### config.mk
export PLATFORM = sky130hd
export DESIGN_NAME = seg_therm_decoder
export DESIGN_NICKNAME = d
export VERILOG_FILES = /design/src/rtl/segdec_pkg.sv /design/src/rtl/segdec_field.sv /design/src/rtl/segdec_delay.sv /design/src/rtl/segdec_merge.sv /design/src/rtl/seg_therm_decoder.sv
export SDC_FILE = /design/constraint.sdc
export NUM_CORES = 1
export LEC_CHECK = 0
export ABC_AREA = 1
export CAP_MARGIN = 15
export CORE_ASPECT_RATIO = 1.4
export CORE_MARGIN = 3
export CORE_UTILIZATION = 47
export DETAILED_ROUTE_END_ITERATION = 6
export PLACE_DENSITY = 0.85
export SLEW_MARGIN = 20
export SYNTH_ARGS = -nofsm -noshare
export SYNTH_HDL_FRONTEND = slang
export SYNTH_SLANG_ARGS = --single-unit
export TNS_END_PERCENT = 10
### constraint.sdc
create_clock -name clk -period 1 [get_ports clk]
set_input_delay 0.15 -clock clk [delete_from_list [all_inputs] [get_ports clk]]
set_output_delay 0.15 -clock clk [all_outputs]
set_load 0.01 [all_outputs]
### src/rtl/segdec_pkg.sv
package segdec_pkg;
   localparam int DEF_DATA_W = 12;
   localparam int DEF_MSB_W  = 6;

   function automatic int unary_lines(input int w);
      return (1 << w) - 1;
   endfunction
endpackage

### src/rtl/segdec_field.sv
module segdec_field #(
   parameter int W = 3
) (
   input  logic [W-1:0]        code_i,
   output logic [(1<<W)-2:0]   lines_o
);
   localparam int LINES = (1 << W) - 1;

   for (genvar g = 0; g < LINES; g++) begin : g_line
      assign lines_o[g] = (32'(code_i) > g);
   end
endmodule

### src/rtl/segdec_delay.sv
module segdec_delay #(
   parameter int WIDTH = 6,
   parameter int DEPTH = 2
) (
   input  logic             clk,
   input  logic             rst_n,
   input  logic [WIDTH-1:0] d_i,
   output logic [WIDTH-1:0] q_o
);
   if (DEPTH == 0) begin : g_wire
      assign q_o = d_i;
   end else begin : g_regs
      logic [WIDTH-1:0] tap [DEPTH];
      for (genvar s = 0; s < DEPTH; s++) begin : g_tap
         always_ff @(posedge clk or negedge rst_n) begin
            if (!rst_n)      tap[s] <= '0;
            else if (s == 0) tap[s] <= d_i;
            else             tap[s] <= tap[s-1];
         end
      end
      assign q_o = tap[DEPTH-1];
   end
endmodule

### src/rtl/segdec_merge.sv
module segdec_merge #(
   parameter int ROW_W = 3,
   parameter int COL_W = 3
) (
   input  logic [(1<<ROW_W)-2:0]         rows_i,
   input  logic [(1<<COL_W)-2:0]         cols_i,
   output logic [(1<<(ROW_W+COL_W))-2:0] lines_o
);
   localparam int ROWS  = 1 << ROW_W;
   localparam int COLS  = 1 << COL_W;
   localparam int LINES = ROWS * COLS - 1;

   for (genvar i = 0; i < ROWS; i++) begin : g_row
      logic full_row, edge_row;
      if (i < ROWS - 1) begin : g_full
         assign full_row = rows_i[i];
      end else begin : g_none
         assign full_row = 1'b0;
      end
      if (i == 0) begin : g_eq_first
         assign edge_row = ~rows_i[0];
      end else if (i == ROWS - 1) begin : g_eq_last
         assign edge_row = rows_i[i-1];
      end else begin : g_eq_mid
         assign edge_row = rows_i[i-1] & ~rows_i[i];
      end
      for (genvar j = 0; j < COLS; j++) begin : g_col
         if (i * COLS + j < LINES) begin : g_used
            if (j < COLS - 1) begin : g_part
               assign lines_o[i*COLS+j] = full_row | (edge_row & cols_i[j]);
            end else begin : g_tail
               assign lines_o[i*COLS+j] = full_row;
            end
         end
      end
   end
endmodule

### src/rtl/seg_therm_decoder.sv
module seg_therm_decoder
   import segdec_pkg::*;
#(
   parameter int DATA_W = DEF_DATA_W,
   parameter int MSB_W  = DEF_MSB_W
) (
   input  logic                         clk,
   input  logic                         rst_n,
   input  logic [DATA_W-1:0]            data_i,
   output logic [(1<<MSB_W)-2:0]        therm_o,
   output logic [DATA_W-MSB_W-1:0]      bin_o
);
   localparam int LSB_W   = DATA_W - MSB_W;
   localparam int LO_W    = MSB_W / 2;
   localparam int HI_W    = MSB_W - LO_W;
   localparam int LINES   = unary_lines(MSB_W);
   localparam int ROW_LN  = unary_lines(HI_W);
   localparam int COL_LN  = unary_lines(LO_W);
   localparam int BIN_LAG = 2;

   if (MSB_W < 2 || MSB_W > 10) begin : g_bad_msb
      $error("MSB_W must lie in 2..10");
   end
   if (LSB_W < 1) begin : g_bad_lsb
      $error("DATA_W must exceed MSB_W");
   end

   // Stage 1: input latch
   logic [DATA_W-1:0] word_q;
   always_ff @(posedge clk or negedge rst_n) begin
      if (!rst_n) word_q <= '0;
      else        word_q <= data_i;
   end

   logic [MSB_W-1:0] msb_w;
   assign msb_w = word_q[DATA_W-1 -: MSB_W];

   // Stage 2: per-field thermometer decode
   logic [ROW_LN-1:0] rows_d, rows_q;
   logic [COL_LN-1:0] cols_d, cols_q;

   segdec_field #(.W(HI_W)) u_rows (.code_i(msb_w[MSB_W-1 -: HI_W]), .lines_o(rows_d));
   segdec_field #(.W(LO_W)) u_cols (.code_i(msb_w[LO_W-1:0]),        .lines_o(cols_d));

   always_ff @(posedge clk or negedge rst_n) begin
      if (!rst_n) begin
         rows_q <= '0;
         cols_q <= '0;
      end else begin
         rows_q <= rows_d;
         cols_q <= cols_d;
      end
   end

   // Stage 3: combine and re-align
   logic [LINES-1:0] therm_d, therm_q;
   segdec_merge #(.ROW_W(HI_W), .COL_W(LO_W)) u_merge (
      .rows_i (rows_q),
      .cols_i (cols_q),
      .lines_o(therm_d)
   );

   always_ff @(posedge clk or negedge rst_n) begin
      if (!rst_n) therm_q <= '0;
      else        therm_q <= therm_d;
   end

   segdec_delay #(.WIDTH(LSB_W), .DEPTH(BIN_LAG)) u_bin_dly (
      .clk  (clk),
      .rst_n(rst_n),
      .d_i  (word_q[LSB_W-1:0]),
      .q_o  (bin_o)
   );

   assign therm_o = therm_q;

   // Checks
   logic [1:0] age_q;
   always_ff @(posedge clk or negedge rst_n) begin
      if (!rst_n)          age_q <= '0;
      else if (age_q != 3) age_q <= age_q + 2'd1;
   end

   assert_therm_shape_R2: assert property (@(posedge clk) disable iff (!rst_n)
      ((therm_o >> 1) & ~therm_o) == '0);

   assert_unary_latency_R3: assert property (@(posedge clk) disable iff (!rst_n)
      age_q == 2'd3 |-> 32'($countones(therm_o)) == 32'($past(data_i[DATA_W-1 -: MSB_W], 3)));

   assert_binary_latency_R4: assert property (@(posedge clk) disable iff (!rst_n)
      age_q == 2'd3 |-> bin_o == $past(data_i[LSB_W-1:0], 3));

   assert_reset_clear_R6: assert property (@(posedge clk)
      !rst_n |-> (therm_o == '0 && bin_o == '0));
endmodule

==> reports/metrics.cfg <==
[final_layout]
fin_util_pct = 63.45
syn_to_final_growth_pct = 27.30
stdcell_area_sq_um = 4049
antenna_cells = 0
num-nets-final = 348
drive_above_1_share_pct = 26.55

[grt]
grt_max_degree = 39
grt_use_total_pct = 16.10
gr-total-overflow = 0
grt_pass1_wl_mm = 8.907
grt_pass1_vias = 1782
antenna_found_initial = 0

[yosys]
synth_top_area_share_pct = 79.46
synth_commonest_cells = nand2_1, dfrtp_1, inv_1
yosysUniqueCellTypes = 10
yosysWarnings = 0
synth_edf_count = 0
syn_avg_cell_area_sq_um = 12.33
syn_nets = 272
syn-cell-area_sq_um = 3181
async_flop_share_pct = 100.0
yosysSeqAreaShare_pct = 79.46
synth_most_common_cell = nand2_1
synthCells = 258
synth_flop_cell = dfrtp_1
synth_area_leader_cell = dfrtp_1
synthTopCellsByArea = dfrtp_1, nand2_1, inv_1
ys_ff_latch = 101

[drt]
vias_per_cell = 4.574
wl_met2_mm = 3.308
remaining_drc_errors = 0
vias = 1880
ant_nets = 0
firstDrtPassIters = 4
drt-initial-drc-count = 125
highest_layer = met4
met3_length_um = 289
wirelength_met1_mm = 2.199
detail_route.wl_per_cell_um = 14.35
routed_wirelength_mm = 5.896

[sta]
finClkSkew_ps = 9.373
max_slew_margin_pct = 72.74
max_freq_mhz = 976.2
worst_slack_ps = -24.38
finalSetupTns_ps = -169.3
setup_viol = 18
finalHoldViolCount = 0
final_max_slew_viol_count = 0
fin_crit_sh_pct = 102.4
worstMarginPinSlew_ps = 409.0
rsz0062_at_grt = true
period_needed_ps = 1024

[placed_design]
gp_congestion = 0.7315
placed_area_sq_um = 4015
pre_cts_slack_ps = -32.81
port_buffers = 82
hpwl_mm = 4.180

[setup_path]
worstPathRequired_ps = 850
slowest_delay_ps = 400
arrival_ps = 870
critPathMaxFanout = 1
worst-path-buf-inv = 1
cp_slowest_cell = dfrtp_1
worst-setup-path-type = flip-flop to primary output
start_kind = flip-flop
path_cells = buf_6
crit_family = flip-flops
end_kind = primary output

[clock_tree]
htree_levels = 3
clockBufferDepth = 2
root_buffer = clkbuf_8
cts_buffers = 9
clock-sinks = 101
clk_pin_slew_worst_paths_ps = 90
cts_setup_buffers = 0
cts_tree = done
clock_latency_ps = 340

[power_and_ir_drop]
leakagePower_nw = 2.085
ir_drop_v = 0.001082
power.density_nw_per_um2 = 1890
power.total_mw = 7.653

[die]
rows = 34
die_y_um = 103.3
dieArea_sq_um = 7804
initial_core_util_pct = 49.84
coreArea_sq_um = 6381
io_pins = 83
die_w_um = 75.53

[run]
maxCapViolCount = 0

[run_status]
violations = negative setup slack
status = complete, but fails checks

[worst_hold_path]
hold_class = input port to async pin

registers in the layout, indices dropped and copies added, names as in the netlist:
register              cells
cols_q                    7
rows_q                    7
therm_o                  63
u_bin_dly.g_regs.tap      6
u_bin_dly.q_o             6
word_q                   12
report_power, final:
group	internal, mW	leakage [nW]	switching, mW
clock network	1.25	0.104	1.30
logic	0.304	0.831	0.342
registers	4.30	1.15	0.152
total	5.85	2.08	1.80
what timing repair did:
| item | 4_1_cts | 5_1_grt |
|---|---|---|
| resized for setup | 286 | 16 |
| hold endpoints to repair | 101 | 0 |
| setup endpoints to repair | 69 | 69 |
| hold buffers | 1 | 0 |
placed cells by master (no fill, tap or decap):
cell,instances
buf_4,3
buf_6,26
dfrtp_1,101
buf_2,43
inv_1,21
nand2_1,103
dlygate4sd3_1,1
or2_1,7
buf_12,2
clkbuf_8,10
inv_6,3
clkinvlp_4,1
bufinv_16,1
clkinv_2,1
clkdlybuf4s50_1,12
nor2_1,4
kinds of logic after synthesis:
group	after synthesis	synth area share (%)
DFF	101	79.46
buffers and inverters	43	6.530
and+or+nand+nor	114	14.00
routing by layer:
layer / global-route usage, % / up-vias
met1: 17.76 / 914
met5: 0 / -
met4: 8.075 / 0
li1: - / 889
met2: 28.81 / 69
met3: 3.191 / 8
worst paths after layout:
check	start	end	slack [ps]	cells past startpoint
worst max register to register	rows_q[0]	therm_o[3]	70	1
worst min register to register	u_bin_dly.g_regs.tap[8]	u_bin_dly.q_o[2]	360	0
worst max-delay path	therm_o[34]	therm_o[34]	-20	1
max in group asynchronous	rst_n	therm_o[20]	320	3
worst min-delay path	rst_n	u_bin_dly.q_o[4]	210	2
min in group clk	data_i[0]	word_q[0]	240	1
final cells by class:
| type | count | area [sq um] |
|---|---|---|
| sequential | 101 | 2527 |
| fill | 496 | 2332 |
| timing repair buffer | 87 | 700.7 |
| multi-input combinational | 114 | 445.4 |
| clock buffer | 10 | 137.6 |
| tap | 72 | 90.09 |
| inverter | 21 | 78.83 |
| clock inverter | 6 | 68.82 |
through the flow:
step / hold WS [ps] / cells
floorplan: -145.6 / 258
global placement: 37.72 / 394
detailed placement: 44.11 / 394
CTS: 200.6 / 411
global route: 206.7 / 411
finish: 213.9 / 411
Power figures use the tool's default switching activity.
